<file path="src/rtl/ring_lane_fwd.sv">
`timescale 1ns/1ps
module ring_lane_fwd #(
  parameter int DATA_W   = 32,
  parameter int HOP_W    = 8,
  parameter int CFG_W    = 32,
  parameter int NODES    = 4,
  parameter int LANE_IDX = 0
) (
  input  logic              clk,
  input  logic              rst_n,
  input  logic [CFG_W-1:0]  cfg_hops,
  input  logic              cfg_rx_sel,
  input  logic              cfg_tx_sel,
  output logic              lane_dir,
  input  logic              rx_ob_valid,
  output logic              rx_ob_ready,
  input  logic [DATA_W-1:0] rx_ob_data,
  input  logic              rx_ob_sop,
  input  logic              rx_ob_eop,
  input  logic              rx_cb_valid,
  output logic              rx_cb_ready,
  input  logic [DATA_W-1:0] rx_cb_data,
  input  logic              rx_cb_sop,
  input  logic              rx_cb_eop,
  input  logic              inj_valid,
  output logic              inj_ready,
  input  logic [DATA_W-1:0] inj_data,
  input  logic              inj_sop,
  input  logic              inj_eop,
  output logic              tx_ob_valid,
  input  logic              tx_ob_ready,
  output logic [DATA_W-1:0] tx_ob_data,
  output logic              tx_ob_sop,
  output logic              tx_ob_eop,
  output logic              tx_cb_valid,
  input  logic              tx_cb_ready,
  output logic [DATA_W-1:0] tx_cb_data,
  output logic              tx_cb_sop,
  output logic              tx_cb_eop,
  output logic              loc_valid,
  output logic [DATA_W-1:0] loc_data,
  output logic              loc_sop,
  output logic              loc_eop
);

  localparam logic [CFG_W-1:0] NODES_C = CFG_W'(NODES);
  localparam logic [HOP_W-1:0] HOP_ONE = HOP_W'(1);

  typedef enum logic [1:0] {S_IDLE, S_FWD, S_INJ, S_DROP} st_t;

  st_t state, mode, nxt;
  logic rx_sel_q, tx_sel_q;

  logic              rx_v, rx_s, rx_e, rx_rdy, tx_rdy;
  logic [DATA_W-1:0] rx_d;
  logic [HOP_W-1:0]  hop_in;
  logic              remove_en, hit;

  assign lane_dir = (LANE_IDX % 2 == 0);

  assign rx_v = rx_sel_q ? rx_cb_valid : rx_ob_valid;
  assign rx_d = rx_sel_q ? rx_cb_data  : rx_ob_data;
  assign rx_s = rx_sel_q ? rx_cb_sop   : rx_ob_sop;
  assign rx_e = rx_sel_q ? rx_cb_eop   : rx_ob_eop;
  assign tx_rdy = tx_sel_q ? tx_cb_ready : tx_ob_ready;

  assign hop_in    = rx_d[HOP_W-1:0];
  assign remove_en = cfg_hops < NODES_C;
  assign hit       = remove_en && (CFG_W'(hop_in) == cfg_hops);

  always_comb begin
    mode = state;
    if (state == S_IDLE) begin
      if (rx_v && rx_s)              mode = hit ? S_DROP : S_FWD;
      else if (inj_valid && inj_sop) mode = S_INJ;
      else                           mode = S_IDLE;
    end
  end

  assign rx_rdy    = (mode == S_DROP) || (mode == S_IDLE) || (mode == S_FWD && tx_rdy);
  assign inj_ready = (mode == S_IDLE) || (mode == S_INJ && tx_rdy);

  assign rx_ob_ready = rx_rdy && !rx_sel_q;
  assign rx_cb_ready = rx_rdy &&  rx_sel_q;

  logic              out_v, out_s, out_e;
  logic [DATA_W-1:0] out_d;

  always_comb begin
    out_v = 1'b0;
    out_s = 1'b0;
    out_e = 1'b0;
    out_d = rx_d;
    if (mode == S_FWD) begin
      out_v = rx_v;
      out_s = rx_s;
      out_e = rx_e;
      out_d = rx_s ? {rx_d[DATA_W-1:HOP_W], HOP_W'(hop_in + HOP_ONE)} : rx_d;
    end else if (mode == S_INJ) begin
      out_v = inj_valid;
      out_s = inj_sop;
      out_e = inj_eop;
      out_d = inj_sop ? {inj_data[DATA_W-1:HOP_W], HOP_ONE} : inj_data;
    end
  end

  assign tx_ob_valid = out_v && !tx_sel_q;
  assign tx_cb_valid = out_v &&  tx_sel_q;
  assign tx_ob_data  = out_d;
  assign tx_cb_data  = out_d;
  assign tx_ob_sop   = out_s;
  assign tx_cb_sop   = out_s;
  assign tx_ob_eop   = out_e;
  assign tx_cb_eop   = out_e;

  assign loc_valid = rx_v && rx_rdy && (mode == S_FWD || mode == S_DROP);
  assign loc_data  = rx_d;
  assign loc_sop   = rx_s;
  assign loc_eop   = rx_e;

  logic acc, acc_eop;
  always_comb begin
    acc     = 1'b0;
    acc_eop = 1'b0;
    if (mode == S_FWD || mode == S_DROP) begin
      acc     = rx_v && rx_rdy;
      acc_eop = rx_e;
    end else if (mode == S_INJ) begin
      acc     = inj_valid && inj_ready;
      acc_eop = inj_eop;
    end
    nxt = state;
    if (acc) nxt = acc_eop ? S_IDLE : mode;
  end

  always_ff @(posedge clk) begin
    if (!rst_n) begin
      state    <= S_IDLE;
      rx_sel_q <= 1'b0;
      tx_sel_q <= 1'b0;
    end else begin
      state <= nxt;
      if (nxt == S_IDLE) begin
        rx_sel_q <= cfg_rx_sel;
        tx_sel_q <= cfg_tx_sel;
      end
    end
  end

  assert_drop_nostall_R2: assert property (@(posedge clk) disable iff (!rst_n)
    (state == S_DROP) |-> (rx_ob_ready || rx_cb_ready));

  assert_drop_notx_R2: assert property (@(posedge clk) disable iff (!rst_n)
    (state == S_DROP) |-> !(tx_ob_valid || tx_cb_valid));

  assert_rx_onehot_R5: assert property (@(posedge clk) disable iff (!rst_n)
    $onehot0({rx_ob_ready, rx_cb_ready}));

  assert_tx_onehot_R6: assert property (@(posedge clk) disable iff (!rst_n)
    $onehot0({tx_ob_valid, tx_cb_valid}));

  assert_sel_hold_R7: assert property (@(posedge clk) disable iff (!rst_n)
    (state != S_IDLE) |-> ($stable(rx_sel_q) && $stable(tx_sel_q)));

  assert_transit_first_R4: assert property (@(posedge clk) disable iff (!rst_n)
    (inj_valid && inj_ready) |-> !loc_valid);

endmodule

</file>
<file path="config.mk">
export PLATFORM = sky130hd
export DESIGN_NAME = ring_lane_fwd
export DESIGN_NICKNAME = d
export VERILOG_FILES = /design/src/rtl/ring_lane_fwd.sv
export SDC_FILE = /design/constraint.sdc
export NUM_CORES = 1
export LEC_CHECK = 0
export BUFFER_PORTS_ARGS = -buffer_cell sky130_fd_sc_hd__buf_2
export CAP_MARGIN = 20
export CELL_PAD_IN_SITES_DETAIL_PLACEMENT = 0
export CELL_PAD_IN_SITES_GLOBAL_PLACEMENT = 1
export CORE_MARGIN = 2
export CORE_UTILIZATION = 19
export DETAILED_ROUTE_END_ITERATION = 7
export GPL_ROUTABILITY_DRIVEN = 0
export PLACE_DENSITY = 0.92
export SYNTH_ARGS = -nofsm -noshare
export SYNTH_HDL_FRONTEND = slang
export SYNTH_SLANG_ARGS = --single-unit
</file>
<file path="constraint.sdc">
create_clock -name clk -period 3.6 [get_ports clk]
set_input_delay 0.18 -clock clk [delete_from_list [all_inputs] [get_ports clk]]
set_output_delay 0.18 -clock clk [all_outputs]
set_load 0.02 [all_outputs]
</file>
# Word level (Yosys, flattened, before mapping)
# Index checks and enable logic that the tools add are counted.
# W data, S select, Z words.
dict set report word_totals {
  register_bits 4
  out_inout_bits 109
  input_bits 143
  word_cells 54
}
dict set report classes {
  mux 24
  eq_ne 4
  reduce_logical 21
  n_lt_le_gt_ge 1
  n_addsub 1
}
# op n
set op_table {}
lappend op_table {{$mux W32} 3}
lappend op_table {{$eq A8 B32 Y1} 1}
lappend op_table {{$lt A32 B3 Y1 const B} 1}
lappend op_table {{$mux W8} 2}
lappend op_table {{$mux W1} 13}
lappend op_table {{$logic_and A1 B1 Y1} 12}
lappend op_table {{$mux W2} 6}
lappend op_table {{$add A8 B1 Y8 const B} 1}
lappend op_table {{$logic_not A2 Y1} 3}
lappend op_table {{$eq A2 B2 Y1 const B} 2}
lappend op_table {{$logic_or A1 B1 Y1} 4}
lappend op_table {{$eq A2 B1 Y1 const B} 1}
lappend op_table {{$logic_not A1 Y1} 2}

# Longest topological paths before layout
dict set report depth {
  ltp_word 14
  ltp_mapped 15
  depth_no_buf 13
}

# Worst setup path after synthesis
# OpenSTA, ideal clock, no wires.
dict set report synth_timing {
  kind {flip-flop to output port}
  startpoint {register rx_sel_q}
  endpoint {output port tx_ob_sop}
  t_required_ns 3.420
  path_slack_ns 0.324
  path_buffers 5
  arrival_ns 3.096
  stages_incl_launch_ff 15
  cell_sequence {dfxtp_1 -> buf_6 -> buf_8 -> mux2i_1 -> inv_2 -> xnor2_1 -> nand4_1 -> o21ai_2 -> inv_1 -> ha_1 -> nand2b_1 -> clkbuf_1 -> clkbuf_1 -> o21ai_0 -> buf_4}
}
dict set report synth_via {
  elab_chain_len 9
  elab_cells_between_ends 13
  classes_between {eq/ne (3); mux (8); reduce/logical (2)}
}
# element line
set synth_lines {}
lappend synth_lines {{start, declared} 52} ;# logic rx_sel_q, tx_sel_q;
lappend synth_lines {{start signal, assigned} 144} ;# rx_sel_q <= cfg_rx_sel;
lappend synth_lines {{$mux W32 *} 62} ;# assign rx_d = rx_sel_q ? rx_cb_data : rx_ob_data;
lappend synth_lines {{via loc_data[1]} 41} ;# output logic [DATA_W-1:0] loc_data,
lappend synth_lines {{$eq A8 B32 Y1 *} 69} ;# assign hit = remove_en && (CFG_W'(hop_in) == cfg_hops);
lappend synth_lines {{$logic_and A1 B1 Y1 *} 69}
lappend synth_lines {{$mux W2 * (2 in a row)} 74} ;# if (rx_v && rx_s) mode = hit ? S_DROP : S_FWD;
lappend synth_lines {{$mux W2 *} 73} ;# if (state == S_IDLE) begin
lappend synth_lines {{$eq A2 B2 Y1} 99} ;# end else if (mode == S_INJ) begin
lappend synth_lines {{$mux W1} 99}
lappend synth_lines {{$mux W1 *} 94} ;# if (mode == S_FWD) begin
lappend synth_lines {{end, declared} 33} ;# output logic tx_ob_sop,
# The timed path passes the listed nets; every way through them passes the cells marked *.

# Worst setup path in the final report
dict set report layout_timing {
  startpoint {register rx_sel_q}
  endpoint {output port loc_valid}
}
dict set report layout_via {
  elab_chain_len 11
  elab_cells_between_ends 18
  classes_between {eq/ne (3); mux (6); reduce/logical (9)}
}
# element line
set layout_lines {}
lappend layout_lines {{$mux W32} 62}
lappend layout_lines {{$eq A8 B32 Y1} 69}
lappend layout_lines {{$logic_and A1 B1 Y1} 69}
lappend layout_lines {{$mux W2 (2 in a row)} 74}
lappend layout_lines {{$mux W2} 73}
lappend layout_lines {{$eq A2 B2 Y1 (tied with other cells)} {80, 116}}
lappend layout_lines {{$logic_or A1 B1 Y1 / $logic_and A1 B1 Y1 (equally long branches)} 80} ;# assign rx_rdy = (mode == S_DROP) || (mode == S_IDLE) || (mode == S_FWD && tx_rdy);
lappend layout_lines {{$logic_or A1 B1 Y1} 80}
lappend layout_lines {{$logic_and A1 B1 Y1} 116} ;# assign loc_valid = rx_v && rx_rdy && (mode == S_FWD || mode == S_DROP);
lappend layout_lines {{$logic_and A1 B1 Y1 *} 116}
lappend layout_lines {{end, declared} 40} ;# output logic loc_valid,
# Mark *: on every way between the ends. The rest lies on a longest branch, timed or not.

==> key figures <==
Floorplan
  – Io pins: 252
  – Die Y: 102.7 um
  – Full die area: 10550 um2
  – Initial core utilization: 19.29%
  – Die Width: between 100 and 150 um
  – # rows: 36
  – Total core area: 9594 um2

Detailed routing
  – First drt pass iteration count: 4
  – DR vias: between 2000 and 2500
  – Routed WL: 8228 um
  – Remaining DRCs: 0
  – Vias per cell: ~4.3
  – Wire per inst: between 10 and 15 um
  – Detailed Route Iter0 Violations: 38
  – Post-route ant nets: 0

Logic synthesis
  – Post-synthesis mux area share: ~39%
  – Primary FF master, synth: dfxtp_1
  – Synth Area in Compound Gates: 12.10%
  – Post-Synth XOR/XNOR Area: 5.680%
  – Yosys reg bits: 4
  – Synth area leaders: mux2_2, buf_4, xnor2_1
  – Synth Warn #: 0
  – Synth Area in Adders: under 10%
  – EDFF count, synth: 0
  – Synth cell types: 47
  – Cells after synthesis: 229
  – Syn_area_per_cell: 8.081 um2
  – Post-synthesis cell area: 1851 um2
  – Largest area contributor in the netlist: mux2_2
  – Simple-Gate Fraction of Synth Area: between 10% and 20%
  – Yosys top cell area share: between 30% and 40%
  – Largest family of logic cells by synthesized area: multiplexers
  – Mapped Nets: 376
  – Ys async rst share: 0%
  – Sequential fraction of the synthesis area: 4.327%

Cells and area
  – Commonest cells after routing, fill and taps aside: buf_2, mux2_2, nor2_1
  – Commonest non-fill, non-tap cell in the layout: buf_2
  – Syn-to-layout area delta: 63.76%
  – Ratio of cells with drive above 1 in the final layout: 74.09%
  – # fillers: 1079
  – Cell Count, Final, Fillers Out: 574
  – Nets: 589

Power and ir drop
  – PD cells: 277.1 nW/um2
  – Leakage: between 1.5 and 2 nW
  – Max IR drop VDD: between 0.1 and 0.15 mV
  – Tot Pwr: 0.0008398 W
  – Sw power: 0.0004470 W
  – Internal power: slightly below 0.0004 W
  – Clock power frac: 11.8%
  – Reg power frac: 6.7%
  – Net Sw Frac: 53.23%
  – Combinational Power Share: 81.5%

Timing
  – Unrepaired setup endpoints after global routing: no
  – Fin worst setup slack: 0.2299 ns
  – Final Cycle Share: a little over nine tenths
  – Setup_tns: 0 ns
  – Post-layout min period: 3.370 ns
  – Slew Viols, Final: 0
  – Fmax: 296.7 MHz
  – Relative slew slack: 60.58%
  – Hold Violations, Final: 0
  – Clk_skew: a little over 0.0007 ns
  – Final setup vio count: 0
  – Slew at the pin closest to its max-slew limit: about 0.57 ns
  – Hold slack: 0.1991 ns

Hold path
  – Hold path depth: 3
  – Hold Path End: rx_sel_q$_SDFFE_PN0N_
  – Min-delay worst type: in2reg
  – Critical hold path startpoint: cfg_rx_sel

Worst setup path
  – CP startpoint kind: flip-flop
  – R2R Path Start: rx_sel_q$_SDFFE_PN0N_
  – Data required, critical path: 3.42 ns
  – Reg2reg setup slack: 0.30 ns
  – Kind of critical path: reg2out
  – FF-to-FF path depth: 11
  – Crit path DAT: 3.19 ns
  – Crit. End Element: output pin
  – CP Max Fanout: 15
  – FF-to-FF End: tx_sel_q$_SDFFE_PN0N_

GRT
  – Largest net degree at the start of global routing: 29
  – Gr usage total: ~13%
  – First-pass GRT wire length: roughly 11000 um
  – Initial antenna violation count: 1
  – Vias in the first global route: approximately 2200
  – Grt ovf: 0

Place
  – Dpl ws: roughly 0.13 ns
  – Post-placement cell count: between 500 and 600
  – DP HPWL: 7200 um
  – I/O Buffers: 250

Clocking
  – Root Driver: clkbuf_8
  – H-tree levels: 1
  – CTS tree: yes
  – Clock tree buffer depth: 2
  – Clock slew at reported path FFs: around 0.03 ns
  – Skew-Pair Late Insertion Delay: 0.22 ns
  – Clock sink total: 4
  – Cts bufs inserted: 3
  – Hold-fix buffers, CTS: 0

Flow run
  – Max-Cap Viols: 0

Status
  – Status: complete, no violations
how the worst max path moves through the flow:
stage	from	endpoint	slack (ns)
3_3_place_gp	rx_sel_q$_SDFFE_PN0N_	rx_sel_q$_SDFFE_PN0N_	0.25
5_1_grt	rx_sel_q$_SDFFE_PN0N_	tx_cb_sop	0.04
2_1_floorplan	rx_sel_q$_SDFFE_PN0N_	tx_ob_sop	0.32
6_report	rx_sel_q$_SDFFE_PN0N_	loc_valid	0.23
4_1_cts	rx_sel_q$_SDFFE_PN0N_	tx_cb_sop	0.14
3_5_place_dp	rx_sel_q$_SDFFE_PN0N_	tx_ob_data[3]	0.13
Yosys cell counts (3+ instances only):
library cell and instances:
nand2_1 10, nor2_1 14, a211oi_1 7, o21ai_0 3
nor2b_1 5, clkbuf_1 4, nor3_1 3, nor4_1 7
inv_1 13, buf_4 35, a21oi_1 11, buf_1 3
dfxtp_1 4, mux2_2 51, ha_1 4, mux2i_1 7
xnor2_1 10, buf_2 3
metal layers:
metal | GRT usage (%) | wire [um] | vias up | share of wire [%]
met4 | 4.103 | 161 | 0 | 2.0
li1 | - | - | 1205 | -
met1 | 17.69 | 3389 | 1102 | 41
met3 | 2.644 | 750 | 12 | 9.1
met5 | 0 | 0 | - | 0
met2 | 22.32 | 3926 | 138 | 48
state kept, by name, indices dropped and copies added (netlist names):
register  count
state         2
tx_sel_q      1
rx_sel_q      1
kinds of logic (layout without fill, tap and decap cells):
kind of cell / count (synthesis) / after routing
multiplexers: 62 / 62
buffers and inverters: 61 / 272
adder cells (fa/ha/maj): 4 / 4
flip-flops: 4 / 4
AND/OR/NAND/NOR: 53 / 53
other: 1 / 2
XOR/XNOR: 12 / 12
AO/OA/AOI/OAI: 32 / 32
cell type report:
class | instances | area (um2) | share of cell area [%]
antenna | 1 | 2.502 | 0.08258
sequential | 4 | 83.83 | 2.766
multi-input combinational | 164 | 1395 | 46.04
inverter | 14 | 52.55 | 1.734
clock buffer | 3 | 41.29 | 1.363
timing repair buffer | 255 | 1289 | 42.53
tap | 133 | 166.4 | 5.491
power by group through the flow:
stage | logic (W) | clock network (W) | registers [W]
after floorplan | 0.000500 | 0 | 0.0000497
after global placement | 0.000681 | 0 | 0.0000569
after detailed placement | 0.000686 | 0 | 0.0000571
after CTS | 0.000689 | 0.0000993 | 0.0000562
after global routing | 0.000745 | 0.000104 | 0.0000570
final | 0.000685 | 0.0000990 | 0.0000560
critical path, stage by stage (launching register included):
cell     delay (ns)
dfxtp_4        0.50
mux2i_4        0.38
xnor2_1        0.12
nor4_2         0.25
nand4_1        0.14
o21ai_2        0.23
inv_1          0.10
ha_1           0.29
a21oi_1        0.05
or2_2          0.35
or2_2          0.32
inv_1          0.07
buf_2          0.15
stage by stage:
stage                     util (%)  instance area [um2]
after floorplan                  -                 1851
after global placement       31.03                 2977
after detailed placement     31.03                 2977
after CTS                    31.51                 3023
after global routing         31.56                 3028
final                        31.59                 3030
timing repair:
item / 4_1_cts / 5_1_grt
gates resized for setup: 2 / 2
endpoints found under the setup margin: 17 / 13
setup buffers: 0 / 0
No activity file was read; power rests on OpenSTA's default activity.
